===== config.mk =====
export PLATFORM = sky130hd
export DESIGN_NAME = insn_watchdog
export DESIGN_NICKNAME = d
export VERILOG_FILES = /design/src/rtl/insn_wdt_pkg.sv /design/src/rtl/insn_wdt_prescaler.sv /design/src/rtl/insn_wdt_ctl.sv /design/src/rtl/insn_wdt_lowpower.sv /design/src/rtl/insn_watchdog.sv
export SDC_FILE = /design/constraint.sdc
export NUM_CORES = 1
export LEC_CHECK = 0
export ABC_AREA = 1
export BUFFER_PORTS_ARGS = -buffer_cell sky130_fd_sc_hd__clkbuf_2
export CORE_MARGIN = 3
export CORE_UTILIZATION = 48
export CTS_CLUSTER_SIZE = 14
export DETAILED_ROUTE_END_ITERATION = 10
export PLACE_DENSITY_LB_ADDON = 0.1
export SLEW_MARGIN = 40
export SYNTH_ARGS = -nofsm -noshare
export SYNTH_HDL_FRONTEND = slang
export SYNTH_SLANG_ARGS = --single-unit

===== constraint.sdc =====
create_clock -name clk -period 1.6 [get_ports clk]
set_input_delay 0.48 -clock clk [delete_from_list [all_inputs] [get_ports clk]]
set_output_delay 0.48 -clock clk [all_outputs]
set_load 0.1 [all_outputs]

===== src/rtl/insn_wdt_pkg.sv =====
package insn_wdt_pkg;

    localparam int CNT_W = 6;
    localparam int REG_W = CNT_W + 2;

    typedef struct packed {
        logic [CNT_W-1:0] cnt;
        logic             sr_n;
        logic             en;
    } wdt_ctl_t;

    function automatic wdt_ctl_t ctl_reset_value(input logic hw_act);
        wdt_ctl_t v;
        v.cnt  = '1;
        v.sr_n = 1'b1;
        v.en   = hw_act;
        return v;
    endfunction

endpackage


===== src/rtl/insn_wdt_prescaler.sv =====
module insn_wdt_prescaler #(
    parameter int PRE_DIV = 28
) (
    input  logic clk,
    input  logic rst,
    input  logic run,
    input  logic restart,
    input  logic strobe,
    output logic tick
);
    localparam int PRE_W = (PRE_DIV > 1) ? $clog2(PRE_DIV) : 1;
    localparam logic [PRE_W-1:0] PRE_LAST = PRE_W'(PRE_DIV - 1);

    logic [PRE_W-1:0] pre_q;

    assign tick = run && strobe && (pre_q == PRE_LAST);

    always_ff @(posedge clk) begin
        if (rst || restart) begin
            pre_q <= '0;
        end else if (run && strobe) begin
            pre_q <= (pre_q == PRE_LAST) ? '0 : pre_q + 1'b1;
        end
    end
endmodule


===== src/rtl/insn_wdt_ctl.sv =====
module insn_wdt_ctl
    import insn_wdt_pkg::*;
(
    input  logic             clk,
    input  logic             rst,
    input  logic             hw_act,
    input  logic             wr,
    input  logic [REG_W-1:0] wdata,
    input  logic             tick,
    output wdt_ctl_t         ctl,
    output logic             expire
);
    wdt_ctl_t ctl_q;
    wdt_ctl_t wr_val;

    assign wr_val = wdt_ctl_t'(wdata);
    assign ctl    = ctl_q;

    always_comb begin
        if (wr) begin
            expire = !wr_val.sr_n && (ctl_q.en || wr_val.en);
        end else begin
            expire = tick && (ctl_q.cnt == '0);
        end
    end

    always_ff @(posedge clk) begin
        if (rst) begin
            ctl_q <= ctl_reset_value(hw_act);
        end else if (wr) begin
            ctl_q.cnt  <= wr_val.cnt;
            ctl_q.sr_n <= wr_val.sr_n;
            ctl_q.en   <= ctl_q.en | wr_val.en;
        end else if (tick && (ctl_q.cnt != '0)) begin
            ctl_q.cnt <= ctl_q.cnt - 1'b1;
        end
    end
endmodule


===== src/rtl/insn_wdt_lowpower.sv =====
module insn_wdt_lowpower (
    input  logic active,
    input  logic stop_req,
    input  logic wait_req,
    output logic stop_gnt,
    output logic wait_gnt
);
    always_comb begin
        stop_gnt = stop_req && !active;
        wait_gnt = wait_req || (stop_req && active);
    end
endmodule


===== src/rtl/insn_watchdog.sv =====
module insn_watchdog
    import insn_wdt_pkg::*;
#(
    parameter int PRE_DIV = 28
) (
    input  logic             clk,
    input  logic             por_i,
    input  logic             ext_rst_i,
    input  logic             sw_mode_i,
    input  logic             retire_i,
    input  logic             wr_en_i,
    input  logic [REG_W-1:0] wr_data_i,
    output logic [REG_W-1:0] rd_data_o,
    input  logic             stop_req_i,
    input  logic             wait_req_i,
    output logic             stop_o,
    output logic             wait_o,
    output logic             wdt_rst_o,
    output logic             sys_rst_o
);
    logic     fire_q;
    logic     int_rst;
    logic     tick;
    logic     expire;
    wdt_ctl_t ctl;

    assign int_rst = por_i || ext_rst_i || fire_q;

    insn_wdt_prescaler #(.PRE_DIV(PRE_DIV)) u_pre (
        .clk     (clk),
        .rst     (int_rst),
        .run     (ctl.en),
        .restart (wr_en_i),
        .strobe  (retire_i),
        .tick    (tick)
    );

    insn_wdt_ctl u_ctl (
        .clk    (clk),
        .rst    (int_rst),
        .hw_act (!sw_mode_i),
        .wr     (wr_en_i),
        .wdata  (wr_data_i),
        .tick   (tick),
        .ctl    (ctl),
        .expire (expire)
    );

    insn_wdt_lowpower u_lp (
        .active   (ctl.en),
        .stop_req (stop_req_i),
        .wait_req (wait_req_i),
        .stop_gnt (stop_o),
        .wait_gnt (wait_o)
    );

    always_ff @(posedge clk) begin
        if (por_i || ext_rst_i) begin
            fire_q <= 1'b0;
        end else begin
            fire_q <= expire && !fire_q;
        end
    end

    assign rd_data_o = ctl;
    assign wdt_rst_o = fire_q;
    assign sys_rst_o = int_rst;
endmodule


==> load_flow_metrics.sql, run 1 <==
INSERT INTO impl_metrics (metric_group, metric, value, unit) VALUES
('synth', 'mappedNetlistArea', '814.5', 'µm²'),
('critical_path', 'worst-path-max-fanout', '3', ''),
('clocking', 'cts_hold_buffers', '0', ''),
('timing', 'worst_slew_pin_slew', '278.9', 'ps'),
('power_and_ir_drop', 'overall_power_of_the_completed_layout', '0.9102', 'mW'),
('timing', 'worst_slack', '-12.48', 'ps'),
('synth', 'syn-mean-instance-area', '7.145', 'µm²'),
('critical_path', 'critical_path_required', '1120', 'ps'),
('clocking', 'clock_transition_at_path_regs', '80', 'ps'),
('timing', 'setup_viol', '1', ''),
('synth', 'post_synth_and_or_nand_nor_area_fraction', '38.10', '%'),
('timing', 'crit_share_post_route', '100.8', '%'),
('clocking', 'clkLatencyLatePin', '280', 'ps'),
('timing', 'finalHoldViolCount', '0', ''),
('power_and_ir_drop', 'clkPwrFrac', '28.3', '%'),
('power_and_ir_drop', 'vdd_ir_drop_max', '0.0004566', 'V'),
('floorplanning', 'chipHeight', '47.20', 'µm'),
('power_and_ir_drop', 'powerDensity', '772.3', 'mW/mm²'),
('clocking', 'cts.htree.levels', '1', ''),
('synth', 'synth_flop_cell', 'dfxtp_1', ''),
('outcome', 'outcome', 'finished, violations left', ''),
('timing', 'post-route-min-period', '1612', 'ps'),
('floorplanning', 'die_area', '0.002227', 'mm²'),
('clocking', 'ctsResizeCount', '0', ''),
('outcome', 'failed_checks', 'setup timing', ''),
('timing', 'fmaxAchievable', '620.2', 'MHz'),
('routing', 'detail_route.vias_per_cell', '5.093', ''),
('clocking', 'clkSinkCount', '14', ''),
('power_and_ir_drop', 'power.switching', '0.3111', 'mW'),
('global_route', 'first_global_vias', '674', ''),
('synth', 'synthesis.instances', '114', ''),
('placement', 'postPlaceCellArea', '0.001142', 'mm²'),
('power_and_ir_drop', 'static-leakage-power', '0.5684', 'nW'),
('final_layout', 'final_design_area_no_fill', '0.001179', 'mm²'),
('routing', 'routed_wl', '1804', 'µm'),
('synth', 'ys_seq_area_share', '35.64', '%'),
('floorplanning', 'start_util', '52.25', '%'),
('global_route', 'grt_overflow_total', '0', ''),
('clocking', 'postCtsSetupBuffers', '0', ''),
('critical_path', 'path_buf_inv', '1', ''),
('flow_run', 'max_capacitance_violation_count', '0', ''),
('clocking', 'tritoncts_buffers', '3', ''),
('critical_path', 'ff2ff_path_depth', '4', ''),
('timing', 'max-slew-margin-rel', '81.56', '%'),
('synth', 'post-synth-top-area-fraction', '31.95', '%'),
('worst_hold_path', 'min_delay_path_depth', '3', ''),
('global_route', 'global_route_wire_length_before_repair', '2760', 'µm'),
('synth', 'synth-async-reset-ratio', '0', '%'),
('synth', 'yosys.cell_types.count', '24', ''),
('critical_path', 'critPathTopFamily', 'flip-flops', ''),
('clocking', 'root_buffer', 'clkbuf_4', ''),
('synth', 'synth_edf_count', '1', ''),
('critical_path', 'timing.critical_path.cells', 'a21o_2 > buf_12', ''),
('routing', 'first_iter_violations', '14', ''),
('power_and_ir_drop', 'intPower', '0.5992', 'mW'),
('synth', 'synthXorXnorAreaFrac', '4.301', '%'),
('synth', 'yosys.area_share.adder', '4.608', '%'),
('routing', 'detailedRoute.firstPassIterationCount', '4', ''),
('global_route', 'gr-usage-all-layers', '17.78', '%'),
('worst_hold_path', 'holdCritPathClass', 'in2reg', ''),
('synth', 'synth_area_leaders', 'dfxtp_1, nand3_1, nand2_1', ''),
('floorplanning', 'die_w', '47.20', 'µm'),
('critical_path', 'worst-path-stages', '2', ''),
('routing', 'vias', '820', ''),
('clocking', 'max-clock-path-buffers', '2', ''),
('synth', 'synth_compound_area_share', '8.295', '%'),
('final_layout', 'num-nets-final', '165', ''),
('synth', 'synthesis.nets', '133', ''),
('synth', 'dominant_cell_by_count_in_the_synthesized_netlist', 'nand2_1', ''),
('timing', 'clock_skew', '7.069', 'ps'),
('clocking', 'tritoncts_clock_tree', 'built', '');
==> logic make-up after synthesis <==
| family | count (synthesis) |
|---|---|
| AOI/OAI and AO/OA | 12 |
| xor gates and xnor gates | 4 |
| adders and majority gates | 3 |
| buffers and inverters | 18 |
| DFF | 14 |
| and+or+nand+nor | 63 |
==> cell type report <==
type	instances	area, µm²	area share, %
clock buffers	4	36.28	3.079
inverters	15	56.30	4.777
multi-input cells	82	465.4	39.49
flip-flops and latches	14	300.3	25.48
well taps	16	20.02	1.699
repair buffers	30	300.3	25.48
==> state kept, by name (all words and copies together), names as in the netlist <==
name,flops
u_ctl.ctl,8
u_pre.pre_q,5
wdt_rst_o,1
==> power by group through the flow <==
stage	sequential [mW]	combinational (mW)	clock (mW)
finish	0.381	0.271	0.258
global route	0.383	0.287	0.278
CTS	0.382	0.273	0.263
detailed placement	0.390	0.272	0
global placement	0.389	0.269	0
floorplan	0.443	0.120	0
==> tightest hold or removal path, cell delays in order <==
cell and delay [ps]:
clkbuf_2 80, a21oi_1 60, nand3_1 70
==> layout by cell type, fill, tap and decap left out, types with 2 or more instances in the layout <==
cell type / count
a21oi_1: 6
inv_1: 15
or2_2: 3
nor2_4: 3
dfxtp_1: 7
nand3_1: 19
o21ai_0: 3
clkbuf_2: 15
buf_12: 9
ha_1: 3
nor2_1: 8
clkbuf_4: 3
nand2_4: 2
nand2_1: 21
xor2_1: 3
buf_4: 6
nand4_1: 3
dfxtp_2: 5
==> routing by layer <==
layer | up-vias | GRT usage [%] | share of wire (%)
met1 | 353 | 23.57 | 48
met5 | - | 0 | 0
met2 | 28 | 26.56 | 44
li1 | 437 | - | -
met4 | 0 | 8.287 | 0.67
met3 | 2 | 4.981 | 6.8
==> path summary, 6_finish.rpt <==
check | from | endpoint | slack [ps]
max | u_ctl.ctl[0] | wait_o | -10
min reg2reg | u_pre.pre_q[1] | u_pre.pre_q[1] | 500
min | wr_data_i[2] | u_ctl.ctl[2] | 430
max reg2reg | u_ctl.ctl[0] | u_ctl.ctl[0] | 240
==> stage by stage <==
step	hold WS [ps]	setup TNS, ps	cells	worst slack [ps]	utilization, %
5_1_grt	433.6	-74.32	161	-61.87	75.60
6_report	431.7	-12.48	161	-12.48	75.60
4_1_cts	426.1	-34.74	161	-34.74	75.60
3_5_place_dp	474.4	0	157	92.11	73.27
3_3_place_gp	479.5	0	157	122.2	73.27
2_1_floorplan	456.2	0	114	4.160	-
(Power assumes the default switching activity.)
==> run 2, diff against run 1 <==
--- a/config.mk
+++ b/config.mk
@@ -12,6 +12,7 @@
 export CTS_CLUSTER_SIZE = 14
 export DETAILED_ROUTE_END_ITERATION = 10
 export PLACE_DENSITY_LB_ADDON = 0.1
+export SETUP_SLACK_MARGIN = 0.15
 export SLEW_MARGIN = 40
 export SYNTH_ARGS = -nofsm -noshare
 export SYNTH_HDL_FRONTEND = slang
==> run 2 against run 1 <==
  * The run still ends with setup timing left
  * Clock skew is 3.0 ps higher
  * Wire length grew 0.44%
  * First-iteration DRC count increased by 86%
  * Combinational power is 4% higher
  * Clock power shrank 19%
  * Register-to-register slack about the same
  * Cell area increased by 3.2%
  * Total power down 4.1%
  * Die area is the same
  * Worst setup slack lost 8.7 ps
  * Clock-buffer cell count stayed put
  * Sequential share of layout area down 0.27 points
==> load_flow_metrics.sql, run 2 (synthesis gave the netlist of run 1 again) <==
INSERT INTO impl_metrics (metric_group, metric, value, unit) VALUES
('power_and_ir_drop', 'powerDensity', '717.6', 'mW/mm²'),
('critical_path', 'rr_startpoint', 'u_ctl.ctl[0]', ''),
('floorplanning', 'chipHeight', '47.20', 'µm'),
('routing', 'routed_wl', '1812', 'µm'),
('routing', 'detail_route.vias_per_cell', '5.255', ''),
('global_route', 'antenna_found_initial', '0', ''),
('floorplanning', 'std_cell_rows', '14', ''),
('final_layout', 'largest_reg_flops', '8', ''),
('final_layout', 'layout-drive-gt1-share', '37.93', '%'),
('clocking', 'cts.htree.levels', '1', ''),
('routing', 'first_iter_violations', '26', ''),
('placement', 'place_hpwl', '1421', 'µm'),
('final_layout', 'final_design_area_no_fill', '0.001216', 'mm²'),
('global_route', 'global_route_wire_length_before_repair', '2870', 'µm'),
('timing', 'finalHoldViolCount', '0', ''),
('final_layout', 'num-nets-final', '165', ''),
('clocking', 'clkSinkCount', '14', ''),
('clocking', 'clkLatencyLatePin', '280', 'ps'),
('final_layout', 'layout_commonest_cell', 'nand2_1', ''),
('final_layout', 'fillerInstances', '111', ''),
('routing', 'detailedRoute.firstPassIterationCount', '4', ''),
('global_route', 'gr-usage-all-layers', '18.51', '%'),
('critical_path', 'worst-setup-path-type', 'reg2out', ''),
('clocking', 'cts_hold_buffers', '0', ''),
('flow_run', 'max_capacitance_violation_count', '0', ''),
('final_layout', 'flow.area_growth_from_synthesis', '49.31', '%'),
('routing', 'routed_wire_length_per_instance', '11.25', 'µm'),
('clocking', 'clock_transition_at_path_regs', '90', 'ps'),
('timing', 'worst_slew_pin_slew', '279.1', 'ps'),
('timing', 'post-route-min-period', '1621', 'ps'),
('global_route', 'grt_max_degree', '12', ''),
('global_route', 'grt_overflow_total', '0', ''),
('critical_path', 'critical_path_required', '1120', 'ps'),
('power_and_ir_drop', 'static-leakage-power', '0.5706', 'nW'),
('clocking', 'tritoncts_buffers', '3', ''),
('critical_path', 'worst-path-max-fanout', '3', ''),
('floorplanning', 'core_area', '0.001559', 'mm²'),
('timing', 'grt_setup_unrepaired', 'yes', ''),
('final_layout', 'most-common-layout-cells', 'nand2_1, nand3_1, clkbuf_2, inv_1, buf_12', ''),
('worst_hold_path', 'min_delay_worst_endpoint', 'u_ctl.ctl[2]', ''),
('critical_path', 'critical_path.endpoint_type', 'primary output', ''),
('placement', 'postPlaceCellArea', '0.001165', 'mm²'),
('critical_path', 'worstSetupStartpointType', 'register', ''),
('timing', 'max-slew-margin-rel', '81.55', '%'),
('timing', 'clock_skew', '10.08', 'ps'),
('critical_path', 'ff2ff_setup_slack', '240', 'ps'),
('placement', 'place.port_buffers', '27', ''),
('timing', 'crit_share_post_route', '101.3', '%'),
('worst_hold_path', 'min_delay_path_depth', '3', ''),
('floorplanning', 'start_util', '52.25', '%'),
('final_layout', 'postLayoutCoreUtil', '78.01', '%'),
('power_and_ir_drop', 'overall_power_of_the_completed_layout', '0.8727', 'mW'),
('placement', 'pre_cts_ws', '64.72', 'ps'),
('placement', 'place_congestion', '0.8520', ''),
('timing', 'worst_slack', '-21.14', 'ps'),
('routing', 'route.detailed.drc', '0', ''),
('routing', 'antenna_violating_nets_post_route', '0', ''),
('timing', 'setup_viol', '1', ''),
('clocking', 'tritoncts_clock_tree', 'built', ''),
('power_and_ir_drop', 'vdd_ir_drop_max', '0.0004894', 'V'),
('critical_path', 'timing.critical_path.arrival', '1140', 'ps'),
('critical_path', 'ff2ff_path_depth', '4', ''),
('worst_hold_path', 'holdCritPathClass', 'in2reg', ''),
('global_route', 'first_global_vias', '669', ''),
('timing', 'aggregate_negative_setup_slack', '-21.14', 'ps'),
('critical_path', 'r2r-end', 'u_ctl.ctl[0]', ''),
('outcome', 'outcome', 'finished, violations left', ''),
('clocking', 'max-clock-path-buffers', '2', ''),
('timing', 'report.final.slew_viol_count', '0', ''),
('floorplanning', 'die_area', '0.002227', 'mm²'),
('routing', 'vias', '846', ''),
('worst_hold_path', 'min-delay-start', 'wr_data_i[2]', ''),
('timing', 'fmaxAchievable', '616.9', 'MHz'),
('clocking', 'root_buffer', 'clkbuf_4', ''),
('final_layout', 'antenna_diode_count', '0', ''),
('floorplanning', 'die_w', '47.20', 'µm'),
('floorplanning', 'number_of_i_o_pins', '28', ''),
('outcome', 'failed_checks', 'setup timing', '');
[run 2: power by group]
group          internal (mW)  total (mW)  switching (mW)
registers              0.362       0.379          0.0175
clock network         0.0966       0.210           0.114
logic                  0.102       0.283           0.181
[run 2: worst max-delay path, stage by stage, from the launching register on]
cell and delay, ps:
edfxtp_1 460, a21o_2 240, buf_12 160
[run 2: metrics by stage]
stage | hold WS [ps] | std cells
after global routing | 400.7 | 161
after CTS | 410.6 | 161
after floorplan | 456.2 | 114
final | 420.4 | 161
after global placement | 478.5 | 156
after detailed placement | 478.5 | 156
[run 2: cell type report]
class	count	area (µm²)	share of cell area, %
timing repair buffer	30	310.3	25.51
inverter	15	71.32	5.864
multi-input combinational	82	481.7	39.61
tap	16	20.02	1.646
clock buffer	4	26.28	2.160
sequential	14	306.5	25.21
[run 2: metal layers]
metal  vias up  routed length [µm]  track usage, %  share of wire (%)
li1        441                   -               -                  -
met5         -                   0               0                  0
met1       369                 824           23.91                 45
met3         2                 116           5.747                6.4
met2        34                 861           29.00                 48
met4         0                  10           6.630               0.55
[run 2: worst max path at each step]
stage	startpoint	endpoint	slack, ps
final	u_ctl.ctl[0]	wait_o	-20
after CTS	u_ctl.ctl[0]	wait_o	-40
after global routing	u_ctl.ctl[0]	wait_o	-90
after global placement	stop_req_i	wait_o	70
after floorplan	stop_req_i	stop_o	150
after detailed placement	ext_rst_i	sys_rst_o	60
[run 2: timing repair]
| item | 4_1_cts | 5_1_grt |
|---|---|---|
| hold endpoints to repair | 0 | 0 |
| endpoints found under the setup margin | 4 | 4 |
| pin swaps | 2 | 3 |
| setup buffers | 1 | 0 |
| gates resized for setup | 2 | 4 |
